===== src/rtl/wdog_pkg.sv =====
package wdog_pkg;

    // register byte offsets
    localparam logic [3:0] OFS_CTRL = 4'h0;
    localparam logic [3:0] OFS_SVC  = 4'h2;
    localparam logic [3:0] OFS_STAT = 4'h4;
    localparam logic [3:0] OFS_IRQ  = 4'h6;
    localparam logic [3:0] OFS_MISC = 4'h8;

    // service key pair, must arrive in this order
    localparam logic [15:0] SVC_KEY_FIRST  = 16'h5555;
    localparam logic [15:0] SVC_KEY_SECOND = 16'hAAAA;

    // control field positions
    localparam int CTRL_SUSP  = 0;
    localparam int CTRL_EN    = 2;
    localparam int CTRL_ACT   = 3;
    localparam int CTRL_SWRST = 4;
    localparam int CTRL_XRST  = 5;
    localparam int CTRL_TMO_L = 8;

    // interrupt control field positions
    localparam int IRQ_STS = 14;
    localparam int IRQ_EN  = 15;

    localparam int TMO_W = 8;

    typedef enum logic [1:0] {
        CAUSE_NONE  = 2'b00,
        CAUSE_SOFT  = 2'b01,
        CAUSE_TMO   = 2'b10
    } cause_e;

endpackage


===== src/rtl/wdog_prescaler.sv =====
module wdog_prescaler #(
    parameter int DIV = 16384
) (
    input  logic clk_i,
    input  logic rst_ni,
    input  logic tick_i,
    input  logic clr_i,
    output logic step_o
);
    localparam int CNT_W = (DIV > 1) ? $clog2(DIV) : 1;
    localparam logic [CNT_W-1:0] LAST = CNT_W'(DIV - 1);

    logic [CNT_W-1:0] cnt_d, cnt_q;

    always_comb begin
        cnt_d  = cnt_q;
        step_o = 1'b0;
        if (clr_i) begin
            cnt_d = '0;
        end else if (tick_i) begin
            if (cnt_q == LAST) begin
                cnt_d  = '0;
                step_o = 1'b1;
            end else begin
                cnt_d = cnt_q + 1'b1;
            end
        end
    end

    always_ff @(posedge clk_i or negedge rst_ni) begin
        if (!rst_ni) cnt_q <= '0;
        else         cnt_q <= cnt_d;
    end

endmodule


===== src/rtl/wdog_svc_seq.sv =====
module wdog_svc_seq
    import wdog_pkg::*;
(
    input  logic        clk_i,
    input  logic        rst_ni,
    input  logic        wr_i,
    input  logic [15:0] data_i,
    output logic        reload_o
);
    logic armed_d, armed_q;

    always_comb begin
        armed_d  = armed_q;
        reload_o = 1'b0;
        if (wr_i) begin
            reload_o = armed_q && (data_i == SVC_KEY_SECOND);
            armed_d  = (data_i == SVC_KEY_FIRST);
        end
    end

    always_ff @(posedge clk_i or negedge rst_ni) begin
        if (!rst_ni) armed_q <= 1'b0;
        else         armed_q <= armed_d;
    end

endmodule


===== src/rtl/wdog_countdown.sv =====
module wdog_countdown #(
    parameter int W = 8
) (
    input  logic         clk_i,
    input  logic         rst_ni,
    input  logic         load_i,
    input  logic [W-1:0] load_val_i,
    input  logic         step_i,
    input  logic         run_i,
    input  logic [W-1:0] lead_i,
    output logic         lead_hit_o,
    output logic         expire_o,
    output logic [W-1:0] count_o
);
    logic [W-1:0] cnt_d, cnt_q;
    logic [W-1:0] nxt;

    assign nxt     = cnt_q - W'(1);
    assign count_o = cnt_q;

    always_comb begin
        cnt_d      = cnt_q;
        lead_hit_o = 1'b0;
        expire_o   = 1'b0;
        if (load_i) begin
            cnt_d = load_val_i;
        end else if (step_i && run_i) begin
            if (cnt_q == '0) begin
                expire_o = 1'b1;
            end else begin
                cnt_d      = nxt;
                lead_hit_o = (nxt == lead_i);
            end
        end
    end

    always_ff @(posedge clk_i or negedge rst_ni) begin
        if (!rst_ni) cnt_q <= '0;
        else         cnt_q <= cnt_d;
    end

endmodule


===== src/rtl/wdog_core.sv =====
module wdog_core
    import wdog_pkg::*;
#(
    parameter int PRESCALE  = 16384,
    parameter int PDN_STEPS = 32,
    parameter int SRS_HOLD  = 2
) (
    input  logic        clk_i,
    input  logic        rst_ni,
    input  logic        por_ni,
    input  logic        lf_tick_i,
    input  logic        low_power_i,
    input  logic        bus_we_i,
    input  logic [3:0]  bus_addr_i,
    input  logic [15:0] bus_wdata_i,
    output logic [15:0] bus_rdata_o,
    output logic        int_rst_o,
    output logic        ext_rst_no,
    output logic        irq_o
);
    localparam int PDN_W  = $clog2(PDN_STEPS + 1);
    localparam int HOLD_W = $clog2(SRS_HOLD + 1);
    localparam int NUM_PS = 2;   // 0: watchdog phase, 1: power-down counter

    typedef struct packed {
        logic [TMO_W-1:0]  tmo;
        logic              xrst;
        logic              swrst;
        logic              act;
        logic              en;
        logic              susp;
        logic              susp_lock;
        logic              irq_en;
        logic              irq_sts;
        logic [TMO_W-1:0]  lead;
        logic              pdn_en;
        logic              pdn_pulse;
        logic [PDN_W-1:0]  pdn_cnt;
        logic [HOLD_W-1:0] hold_cnt;
        logic              fired;
    } regs_t;

    regs_t       r_d, r_q;
    logic [1:0]  cause_d, cause_q;

    logic wr_ctrl, wr_svc, wr_irq, wr_misc;
    logic svc_reload, en_rise, cd_load, cd_run;
    logic [TMO_W-1:0] cd_load_val;
    logic cd_lead_hit, cd_expire;
    logic [TMO_W-1:0] cd_count;
    logic [NUM_PS-1:0] ps_clr, ps_step;

    // ---------------- decode ----------------
    always_comb begin
        wr_ctrl = bus_we_i && (bus_addr_i == OFS_CTRL);
        wr_svc  = bus_we_i && (bus_addr_i == OFS_SVC);
        wr_irq  = bus_we_i && (bus_addr_i == OFS_IRQ);
        wr_misc = bus_we_i && (bus_addr_i == OFS_MISC);
    end

    wdog_svc_seq u_svc (
        .clk_i    (clk_i),
        .rst_ni   (rst_ni),
        .wr_i     (wr_svc),
        .data_i   (bus_wdata_i),
        .reload_o (svc_reload)
    );

    always_comb begin
        en_rise     = wr_ctrl && bus_wdata_i[CTRL_EN] && !r_q.en;
        cd_load     = !r_q.fired && (en_rise || (svc_reload && r_q.en));
        cd_load_val = en_rise ? bus_wdata_i[CTRL_TMO_L +: TMO_W] : r_q.tmo;
        cd_run      = r_q.en && !r_q.fired && !(low_power_i && r_q.susp);
    end

    assign ps_clr = {1'b0, cd_load};

    for (genvar g = 0; g < NUM_PS; g++) begin : g_ps
        wdog_prescaler #(.DIV(PRESCALE)) u_ps (
            .clk_i  (clk_i),
            .rst_ni (rst_ni),
            .tick_i (lf_tick_i),
            .clr_i  (ps_clr[g]),
            .step_o (ps_step[g])
        );
    end

    wdog_countdown #(.W(TMO_W)) u_cd (
        .clk_i      (clk_i),
        .rst_ni     (rst_ni),
        .load_i     (cd_load),
        .load_val_i (cd_load_val),
        .step_i     (ps_step[0]),
        .run_i      (cd_run),
        .lead_i     (r_q.lead),
        .lead_hit_o (cd_lead_hit),
        .expire_o   (cd_expire),
        .count_o    (cd_count)
    );

    // ---------------- next state ----------------
    always_comb begin
        r_d     = r_q;
        cause_d = cause_q;
        r_d.pdn_pulse = 1'b0;

        if (cd_expire) begin
            r_d.fired = 1'b1;
            cause_d   = CAUSE_TMO;
        end

        if (wr_ctrl) begin
            r_d.tmo  = bus_wdata_i[CTRL_TMO_L +: TMO_W];
            r_d.xrst = bus_wdata_i[CTRL_XRST];
            r_d.act  = r_q.act | bus_wdata_i[CTRL_ACT];
            r_d.en   = r_q.en  | bus_wdata_i[CTRL_EN];
            if (!r_q.susp_lock) begin
                r_d.susp = bus_wdata_i[CTRL_SUSP];
            end
            r_d.susp_lock = 1'b1;
            if (r_q.swrst && !bus_wdata_i[CTRL_SWRST]) begin
                r_d.swrst    = 1'b0;
                r_d.hold_cnt = '0;
                cause_d      = CAUSE_SOFT;
            end
        end

        // software reset request hold window
        if (!r_q.swrst && lf_tick_i) begin
            if (r_q.hold_cnt == HOLD_W'(SRS_HOLD - 1)) begin
                r_d.swrst    = 1'b1;
                r_d.hold_cnt = '0;
            end else begin
                r_d.hold_cnt = r_q.hold_cnt + 1'b1;
            end
        end

        if (wr_irq) begin
            r_d.irq_en = bus_wdata_i[IRQ_EN];
            r_d.lead   = bus_wdata_i[TMO_W-1:0];
            if (bus_wdata_i[IRQ_STS]) begin
                r_d.irq_sts = 1'b0;
            end
        end
        if (cd_lead_hit && r_q.irq_en) begin
            r_d.irq_sts = 1'b1;          // set beats clear
        end

        if (r_q.pdn_en && ps_step[1]) begin
            if (r_q.pdn_cnt == '0) begin
                r_d.pdn_pulse = 1'b1;
                r_d.pdn_en    = 1'b0;
            end else begin
                r_d.pdn_cnt = r_q.pdn_cnt - 1'b1;
            end
        end
        if (wr_misc && !bus_wdata_i[0]) begin
            r_d.pdn_en = 1'b0;
        end
    end

    // ---------------- registers ----------------
    always_ff @(posedge clk_i or negedge rst_ni) begin
        if (!rst_ni) begin
            r_q         <= '0;
            r_q.xrst    <= 1'b1;
            r_q.swrst   <= 1'b1;
            r_q.pdn_en  <= 1'b1;
            r_q.pdn_cnt <= PDN_W'(PDN_STEPS - 1);
        end else begin
            r_q <= r_d;
        end
    end

    always_ff @(posedge clk_i or negedge por_ni) begin
        if (!por_ni) cause_q <= CAUSE_NONE;
        else         cause_q <= cause_d;
    end

    // ---------------- outputs ----------------
    assign int_rst_o  = (r_q.fired && !r_q.act) || !r_q.swrst;
    assign ext_rst_no = !((r_q.fired && r_q.act) || !r_q.xrst || r_q.pdn_pulse);
    assign irq_o      = r_q.irq_sts;

    always_comb begin
        unique case (bus_addr_i)
            OFS_CTRL: bus_rdata_o = {r_q.tmo, 2'b00, r_q.xrst, r_q.swrst,
                                     r_q.act, r_q.en, 1'b0, r_q.susp};
            OFS_STAT: bus_rdata_o = {14'd0, cause_q};
            OFS_IRQ:  bus_rdata_o = {r_q.irq_en, r_q.irq_sts, 6'd0, r_q.lead};
            OFS_MISC: bus_rdata_o = {15'd0, r_q.pdn_en};
            default:  bus_rdata_o = 16'd0;
        endcase
    end

endmodule


===== config.mk =====
export PLATFORM = sky130hd
export DESIGN_NAME = wdog_core
export DESIGN_NICKNAME = d
export VERILOG_FILES = /design/src/rtl/wdog_pkg.sv /design/src/rtl/wdog_prescaler.sv /design/src/rtl/wdog_svc_seq.sv /design/src/rtl/wdog_countdown.sv /design/src/rtl/wdog_core.sv
export SDC_FILE = /design/constraint.sdc
export NUM_CORES = 1
export LEC_CHECK = 0
export ABC_AREA = 1
export BUFFER_PORTS_ARGS = -buffer_cell sky130_fd_sc_hd__buf_2
export CAP_MARGIN = 20
export CORE_UTILIZATION = 45
export CTS_CLUSTER_DIAMETER = 150
export DETAILED_ROUTE_END_ITERATION = 10
export HOLD_SLACK_MARGIN = 0.08
export PLACE_DENSITY_LB_ADDON = 0.25
export REMOVE_ABC_BUFFERS = 1
export SLEW_MARGIN = 30
export SYNTH_ARGS = -nofsm -noshare
export SYNTH_HDL_FRONTEND = slang
export SYNTH_SLANG_ARGS = --single-unit

===== constraint.sdc =====
create_clock -name clk_i -period 3.2 [get_ports clk_i]
set_input_delay 0.16 -clock clk_i [delete_from_list [all_inputs] [get_ports clk_i]]
set_output_delay 0.16 -clock clk_i [all_outputs]
set_load 0.005 [all_outputs]

=== Word-level counts from Yosys, hierarchy flattened ===
Index checks and enable logic that the tools add are counted.
Widths: inputs -> output; s select.

* Input port bits: 26
* Logic and storage cells: 130
* Output and inout bits: 19
* Flip-flop bits (word level): 74

* Bitwise operators: 4
* Reduce and logical (&&, ||, !) cells: 50
* Muxes and demuxes: 40
* Eq/ne operators: 11
* Add/subtract/negate cells: 5

{| class="wikitable"
|+ Operators by type and width
! kind !! number
|-
| $pmux 16 s4 || 1
|-
| $mux 14 || 4
|-
| $mux 8 || 5
|-
| $add 14x1->14 const B || 2
|-
| $eq 14x14->1 const B || 2
|-
| $logic_and 1x1->1 || 20
|-
| $mux 1 || 19
|-
| $eq 16x15->1 const B || 1
|-
| $eq 16x16->1 const B || 1
|-
| $mux 2 || 8
|-
| $reduce_bool 2->1 || 8
|-
| $reduce_and 2->1 || 6
|-
| $logic_not 1->1 || 9
|-
| $mux 9 || 1
|-
| $eq 4x3->1 const B || 2
|-
| $eq 8x8->1 || 1
|-
| $logic_not 8->1 || 1
|-
| $sub 8x1->8 const B || 1
|-
| $logic_not 6->1 || 1
|-
| $mux 6 || 1
|-
| $sub 6x1->6 const B || 1
|-
| $mux 5 || 1
|-
| $eq 4x2->1 const B || 1
|-
| $eq 4x4->1 const B || 1
|-
| other kinds (7) || 12
|}

=== Depth between registers and ports, before layout ===
Gate-level depths: netlist (run 1).

* Depth after elaboration: 13
* Mapped depth: 12
* Mapped depth without buffers: 12

=== Cells and area by module ===
Synthesis (run 1) repeated with hierarchy kept, for this count alone.

* Cell total of the unflattened synthesis: 622
* Area, all modules: 4589.4 sq um

{| class="wikitable"
|+ By module, submodules not included
! module !! times used !! sequential area each (sq um) !! cells each !! area each (sq um)
|-
| wdog_core || 1 || 935.9 || 261 || 1978.1
|-
| wdog_prescaler || 2 || 350.3 || 105 || 819.5
|-
| wdog_countdown || 1 || 200.2 || 114 || 792.0
|-
| wdog_svc_seq || 1 || 25.0 || 37 || 180.2
|}

=== Worst setup path after synthesis (run 1) ===
OpenSTA, ideal clock, no wires.

* Kind: reg-to-reg
* From: register g_ps[1].u_ps.cnt_q[0]
* To: register r_q[6] in the netlist's numbering
* Data required time: 3.125 ns
* Cell stages (with the launch flop): 11
* Path slack: 1.626 ns
* Clock period less this slack: 1.574 ns
* Buffers on the path: 0
* Setup time: 0.075 ns
* Arrival time: 1.499 ns
* Cells stage by stage: dfrtp_1 -> ha_1 -> nand2_4 -> nor2_4 -> nand2_2 -> nor2_4 -> nand2_4 -> nor2_8 -> nand3_4 -> nor2_2 -> xor2_1

* Word-level cells in the longest chain between the ends: 5

{| class="wikitable"
|+ RTL lines
! what !! RTL line !! source
|-
| start: declaration || wdog_prescaler.sv:13 || <nowiki>logic [CNT_W-1:0] cnt_d, cnt_q;</nowiki>
|-
| start signal: assignment || wdog_prescaler.sv:32 || <nowiki>else cnt_q <= cnt_d;</nowiki>
|-
| $eq 14x14->1 || wdog_prescaler.sv:21 || <nowiki>if (cnt_q == LAST) begin</nowiki>
|-
| $mux 1 || wdog_prescaler.sv:21 ||
|-
| $mux 1 || wdog_prescaler.sv:20 || <nowiki>end else if (tick_i) begin</nowiki>
|-
| $logic_and 1x1->1 || wdog_core.sv:149 || <nowiki>if (r_q.pdn_en && ps_step[1]) begin</nowiki>
|-
| $reduce_and 2->1 (no source line) || n/a ||
|-
| end signal: assignment || wdog_core.sv:171 || <nowiki>r_q <= r_d;</nowiki>
|-
| end: declaration || wdog_core.sv:43 || <nowiki>regs_t r_d, r_q;</nowiki>
|}

No other way between the ends.
A chain may end at the register's enable or synchronous reset.

=== Worst setup path in the final report (run 1) ===
* From: input bus_wdata_i[12]
* To: register u_cd.cnt_q[0], in the netlist u_cd.count_o[0]

* Word-level cells in the longest chain between the ends: 10
* Elaborated cells between the ends (all ways): 12
* Classes of those cells: eq/ne: 2; mux: 3; reduce/logical: 7

{| class="wikitable"
|+ RTL lines
! what !! RTL line !! source
|-
| start: declaration || wdog_core.sv:15 || <nowiki>input logic [15:0] bus_wdata_i,</nowiki>
|-
| $eq 16x16->1 (*) || wdog_svc_seq.sv:16 || <nowiki>reload_o = armed_q && (data_i == SVC_KEY_SECOND);</nowiki>
|-
| $logic_and 1x1->1 (*) || wdog_svc_seq.sv:16 ||
|-
| $mux 1 (*) || wdog_svc_seq.sv:15 || <nowiki>if (wr_i) begin</nowiki>
|-
| $logic_and 1x1->1 (*) || wdog_core.sv:71 || <nowiki>cd_load = !r_q.fired && (en_rise || (svc_reload && r_q.en));</nowiki>
|-
| $logic_or 1x1->1 (*) || wdog_core.sv:71 ||
|-
| $logic_and 1x1->1 (*) || wdog_core.sv:71 ||
|-
| $mux 1 || wdog_prescaler.sv:18 || <nowiki>if (clr_i) begin</nowiki>
|-
| $logic_and 1x1->1 || wdog_countdown.sv:27 || <nowiki>end else if (step_i && run_i) begin</nowiki>
|-
| $reduce_bool 2->1 (no source line) || n/a ||
|-
| $reduce_and 2->1 (no source line) || n/a ||
|-
| end signal: assignment || wdog_countdown.sv:39 || <nowiki>else cnt_q <= cnt_d;</nowiki>
|-
| end: declaration || wdog_countdown.sv:15 || <nowiki>logic [W-1:0] cnt_d, cnt_q;</nowiki>
|}

Every way passes the cells marked *; elsewhere a longest branch is shown, timed or not.

==> impl_metrics.tcl, run 1 <==
set metrics [dict create \
    status "finished, final reports clean" \
    period_needed_ns 2.00 \
    postLayoutCellArea_um2 4950 \
    netlist_area_um2 4270 \
    worst_pin_slew_ns 0.575 \
    area_growth_pct 15.9 \
    critPathKind "in -> reg" \
    slew_headroom 0.615 \
    dpl.hpwl_um 7530 \
    layout-drive-gt1-share 0.151 \
    drtAntennaViolNets 0 \
    numClockSinks 74 \
    drt_iter0_markers 227 \
    dr_wl_met2_um 4570 \
    setup_tns_ns 0 \
    viasPerCell 5.08 \
    synth_area_leaders "dfrtp_1, nand2_1, inv_1" \
    period_share 0.625 \
    seq_power_share 0.491 \
    cts_root_buffer "clkbuf_8" \
    die_y_um 99.5 \
    gp_congestion 0.914 \
    synth_cells 575 \
    grt_pass1_vias 3592 \
    final_core_util 0.536 \
    clock_latency_ns 0.36 \
    finalNonFillerCells 765 \
    synth_top_area_frac 0.386 \
    clockBufferDepth 2 \
    dr_wl_met3_um 470 \
    final_common_cell "nand2_1" \
    postCtsResizedCells 0 \
    whs_ns 0.100 \
    fmax_mhz 500 \
    clock_skew_ns 0.0123 \
    routed.top_layer "met4" \
    core_area_um2 9240 \
    synth.avg_cell_area_um2 7.43 \
    switchingPower_mw 0.762 \
    drc 0 \
    layout_common_cells "nand2_1, inv_1, dfrtp_1" \
    ys_types 39 \
    grt_max_degree 40 \
    p_per_area_nw_per_um2 498 \
    ff2ff_setup_slack_ns 1.26 \
    h-tree-depth 3 \
    die_x_um 99.5 \
    ir_drop_mv 0.223 \
    top_level_ports 45 \
    drv_cap 0 \
    drt-total-wl_um 10100 \
    grt.total_usage 0.222 \
    switching_share 0.309 \
    grt-ovfl-total 0 \
    yosys.area.top_type "dfrtp_1" \
    antenna_found_initial 0 \
    setup_viol 0 \
    die_area_um2 9890 \
    end_kind "flop" \
    n_antenna_cell 0 \
    met1_length_um 4920 \
    place_inst 739 \
    cp_data_required_time_ns 3.44 \
    avgRoutedWirePerCell_um 13.2 \
    clk_pin_slew_worst_paths_ns 0.09 \
    slew_violations 0 \
    cp-start-kind "input pin" \
    crit_arrival_ns 2.24 \
    combPwrFrac 0.173 \
    p_int_mw 1.71 \
    min_path_type "in -> reg" \
    rsz0062_at_grt "no" \
    cp_max_fo 25 \
    cts_tree "built" \
    num-nets-final 663 \
    portBuffers 44 \
    initial_core_util 0.463 \
    hold_viol 0 \
    leakagePower_nw 2.56 \
    post_dp_cell_area_um2 4630 \
    drt_first_pass_iters 5 \
    yosysSeqAreaShare 0.436 \
    cts_inserted_buffers 9 \
    vias 3888 \
    row_count 35 \
    grt_first_pass_wirelength_um 17100 \
    fill_cells 884 \
    yosysWarningCount 0 \
    synth.ff_latch_count 74 \
    p_clk_frac 0.336 \
]
[state kept, by name, summed over array words and instances (netlist names)]
name             cells
cause_q              2
g_ps.u_ps.cnt_q     28
irq_o                1
r_q                 34
u_cd.count_o         8
u_svc.armed_q        1
[cell usage after synthesis (all sizes together)]
library cell / number
nor3: 6
o21a: 1
a32o: 1
dfstp: 8
nand2: 149
nor2: 70
a31oi: 1
a21boi: 1
a21oi: 12
dfrtp: 66
clkbuf: 6
buf: 4
nand3: 58
a22oi: 1
xnor2: 4
o31ai: 1
o41ai: 1
o21ai: 45
nand4: 19
o22ai: 4
a211oi: 1
or2: 2
xor2: 13
a31o: 1
ha: 6
nor4: 3
inv: 91
[metrics by stage]
step	setup WS [ns]	power (mW)
global placement	1.01	1.63
global route	0.992	2.62
CTS	1.25	2.49
finish	1.20	2.47
detailed placement	0.903	1.64
floorplan	1.47	1.48
[power groups by stage]
stage                     clock, mW  sequential [mW]  combinational (mW)
after global routing          0.888             1.23               0.497
after global placement            0             1.22               0.406
after CTS                     0.846             1.21               0.429
after detailed placement          0             1.23               0.419
final                         0.828             1.21               0.427
after floorplan                   0             1.19               0.294
[layout make-up]
class                   instances  area (µm²)  area share
clock buffers                   9         124      0.0250
clock inverters                 7         101      0.0205
inverters                      91         342      0.0690
multi-input cells             400        2020       0.408
flip-flops and latches         74        1860       0.376
well taps                     129         161      0.0326
repair buffers                 55         343      0.0692
[metal layers]
layer,vias up,track usage
li1,1955,-
met1,1824,0.310
met2,97,0.343
met3,12,0.0379
met4,0,0.0928
met5,-,0
[logic make-up (layout without fill, tap and decap cells)]
family / after synthesis / after routing / synth area share
adders and majority gates: 6 / 6 / 0.0176
AOI/OAI and AO/OA: 70 / 70 / 0.0893
buffers and inverters: 101 / 162 / 0.0916
DFF: 74 / 74 / 0.436
and+or+nand+nor: 307 / 307 / 0.331
xor gates and xnor gates: 17 / 17 / 0.0348
[worst max-delay path, stage by stage]
cell and delay [ns]:
dlygate4sd3_1 0.54, buf_2 0.13, inv_1 0.09, nand2_1 0.06, nor2_1 0.08, nand2_1 0.07
nor2_1 0.13, nand2_1 0.10, nand2_2 0.08, nand2_2 0.30, inv_2 0.27, nor2_1 0.08
nand2_1 0.06, nand3_1 0.07
[worst paths after layout]
path	to	depth (start not counted)	startpoint
setup / recovery	u_cd.count_o[0]	14	bus_wdata_i[12]
min in group asynchronous	cause_q[1]	2	por_ni
max in group asynchronous	r_q[7]	3	rst_ni
hold / removal	r_q[18]	3	bus_wdata_i[7]
setup reg to reg	u_cd.count_o[1]	10	g_ps[0].u_ps.cnt_q[0]
hold reg to reg	r_q[25]	1	r_q[2]
[repair_timing]
| action | 4_1_cts | 5_1_grt |
|---|---|---|
| buffers inserted | 0 | 0 |
| hold buffers | 10 | 0 |
| hold endpoints to repair | 44 | 0 |
No activity file was read; power rests on OpenSTA's default activity.
==> run 2: changes to the inputs <==
clock period = 1.75 ns   (was 3.2 ns; I/O delays follow)
==> run 2 against run 1 <==
  * The flow now finishes with violations (negative setup slack)
  * Cell count is 4.3% higher
  * Hold slack worse by 0.022 ns
  * Sequential power up 84%
  * Routed wire length increased by 4.8%
  * Critical endpoint is now u_cd.count_o[1]
==> impl_metrics.tcl, run 2 (synthesized netlist as in run 1, its figures left out) <==
set metrics [dict create \
    status "finished with violations" \
    violations "negative setup slack" \
    numClockSinks 74 \
    hold_viol 0 \
    die_area_um2 9890 \
    post_dp_cell_area_um2 4740 \
    p_clk_frac 0.307 \
    core_area_um2 9240 \
    clockBufferDepth 2 \
    combPwrFrac 0.198 \
    grt_first_pass_wirelength_um 17700 \
    drt_iter0_markers 250 \
    fmax_mhz 564 \
    p_int_mw 3.07 \
    drv_cap 0 \
    p_per_area_nw_per_um2 836 \
    area_growth_pct 26.0 \
    avgRoutedWirePerCell_um 13.3 \
    clk_pin_slew_worst_paths_ns 0.08 \
    switching_share 0.318 \
    grt_most_used_layer "met2" \
    portBuffers 44 \
    drtAntennaViolNets 0 \
    worst_pin_slew_ns 0.574 \
    gp_congestion 0.882 \
    drt_first_pass_iters 4 \
    dpl.hpwl_um 7730 \
    clock_latency_ns 0.34 \
    use_met3 0.0309 \
    postLayoutCellArea_um2 5380 \
    grt-ovfl-total 0 \
    slew_headroom 0.617 \
    reg2regPathDepth 11 \
    layout_common_cells "nand2_1, inv_1, dfrtp_1" \
    drt-total-wl_um 10600 \
    worstReg2RegEnd "u_cd.count_o[1]" \
    h-tree-depth 3 \
    drc 0 \
    cp_data_required_time_ns 1.99 \
    ff2ff_setup_slack_ns -0.02 \
    cts_inserted_buffers 9 \
    worst_slack_ns -0.0229 \
    grt_use_met2 0.363 \
    period_share 1.01 \
    setup_viol 2 \
    num-nets-final 696 \
    clock_skew_ns 0.0124 \
    period_needed_ns 1.77 \
    crit_arrival_ns 2.01 \
    cp-start-kind "flop" \
    end_kind "flop" \
    die_y_um 99.5 \
    r2r-start "g_ps[0].u_ps.cnt_q[0]" \
    viasPerCell 5.08 \
    grt_pass1_vias 3830 \
    grt.total_usage 0.227 \
    rsz0062_at_grt "yes" \
    min_path_type "in -> async" \
    ir_drop_mv 0.429 \
    final_common_cell "nand2_1" \
    switchingPower_mw 1.43 \
    initial_core_util 0.463 \
    leakagePower_nw 2.75 \
    largest_reg_flops 34 \
    max_flop_register "r_q" \
    antenna_found_initial 0 \
    n_antenna_cell 0 \
    final_core_util 0.583 \
    use_met1 0.318 \
    cts_tree "built" \
    cp_max_fo 6 \
    seq_power_share 0.495 \
    critPathKind "reg -> reg" \
    die_x_um 99.5 \
    top_level_ports 45 \
    cts_root_buffer "clkbuf_8" \
    grt_max_degree 28 \
    layout-drive-gt1-share 0.218 \
    vias 4054 \
    slew_violations 0 \
    row_count 35 \
]
## run 2: cell count changes in the layout (fill, tap and decap cells not counted), sizes merged
cell	previous run	this run
inv	93	92
dlygate4sd3	10	19
clkbuf	9	11
bufinv	2	1
clkinvlp	1	3
buf	45	69
clkinv	2	0
## run 2: final cells by class
type	count	area, µm²
clock buffers	11	141
clock inverters	5	61.3
fillers	847	3860
inverters	91	352
multi-input cells	400	2180
flip-flops and latches	74	1860
well taps	129	161
repair buffers	88	627
## run 2: worst max-delay path by stage
stage / endpoint / slack, ns / start
2_1_floorplan: u_cd.count_o[0] / 0.09 / bus_addr_i[0]
3_3_place_gp: u_cd.count_o[1] / 0.04 / g_ps[0].u_ps.cnt_q[0]
3_5_place_dp: u_cd.count_o[1] / -0.02 / g_ps[0].u_ps.cnt_q[0]
4_1_cts: r_q[6] / 0.005 / g_ps[1].u_ps.cnt_q[0]
5_1_grt: u_cd.count_o[1] / -0.15 / g_ps[0].u_ps.cnt_q[0]
6_report: u_cd.count_o[1] / -0.02 / g_ps[0].u_ps.cnt_q[0]
## run 2: power by group through the flow
stage / combinational, mW / sequential, mW / clock [mW]
2_1_floorplan: 0.539 / 2.18 / 0
3_3_place_gp: 0.751 / 2.23 / 0
3_5_place_dp: 0.780 / 2.24 / 0
4_1_cts: 0.822 / 2.21 / 1.40
5_1_grt: 1.02 / 2.27 / 1.47
6_report: 0.893 / 2.23 / 1.38
## run 2: critical path: stages, from the launching register on
cell     delay [ns]
dfrtp_1        0.39
ha_2           0.19
nand2_2        0.07
nor2_4         0.14
nand2_2        0.08
nor2_4         0.08
nand4_1        0.17
buf_4          0.20
nor2_4         0.15
nand3_1        0.09
nand2_1        0.07
nor2_1         0.04
## run 2: through the flow
step / setup TNS (ns) / total power, mW / setup WS [ns] / cells / hold slack (ns)
3_5_place_dp: -0.0275 / 3.02 / -0.0159 / 753 / -0.119
4_1_cts: 0 / 4.43 / 0.00540 / 788 / 0.0813
6_report: -0.0239 / 4.50 / -0.0229 / 798 / 0.0783
3_3_place_gp: 0 / 2.98 / 0.0450 / 753 / -0.127
2_1_floorplan: 0 / 2.72 / 0.0940 / 565 / -0.208
5_1_grt: -0.835 / 4.76 / -0.146 / 798 / 0.0817
## run 2: layer usage
layer	routed length, µm	up-vias
met4	145	0
met3	553	14
met1	5070	1896
li1	-	2023
met2	4860	121
met5	0	-
## run 2: timing repair
| action | CTS | global route |
|---|---|---|
| hold endpoints to repair | 42 | 0 |
| pin swaps | 0 | 16 |
| buffers inserted | 0 | 10 |
| hold buffers | 19 | 0 |
| endpoints found under the setup margin | 9 | 33 |
| gates resized for setup | 2 | 46 |
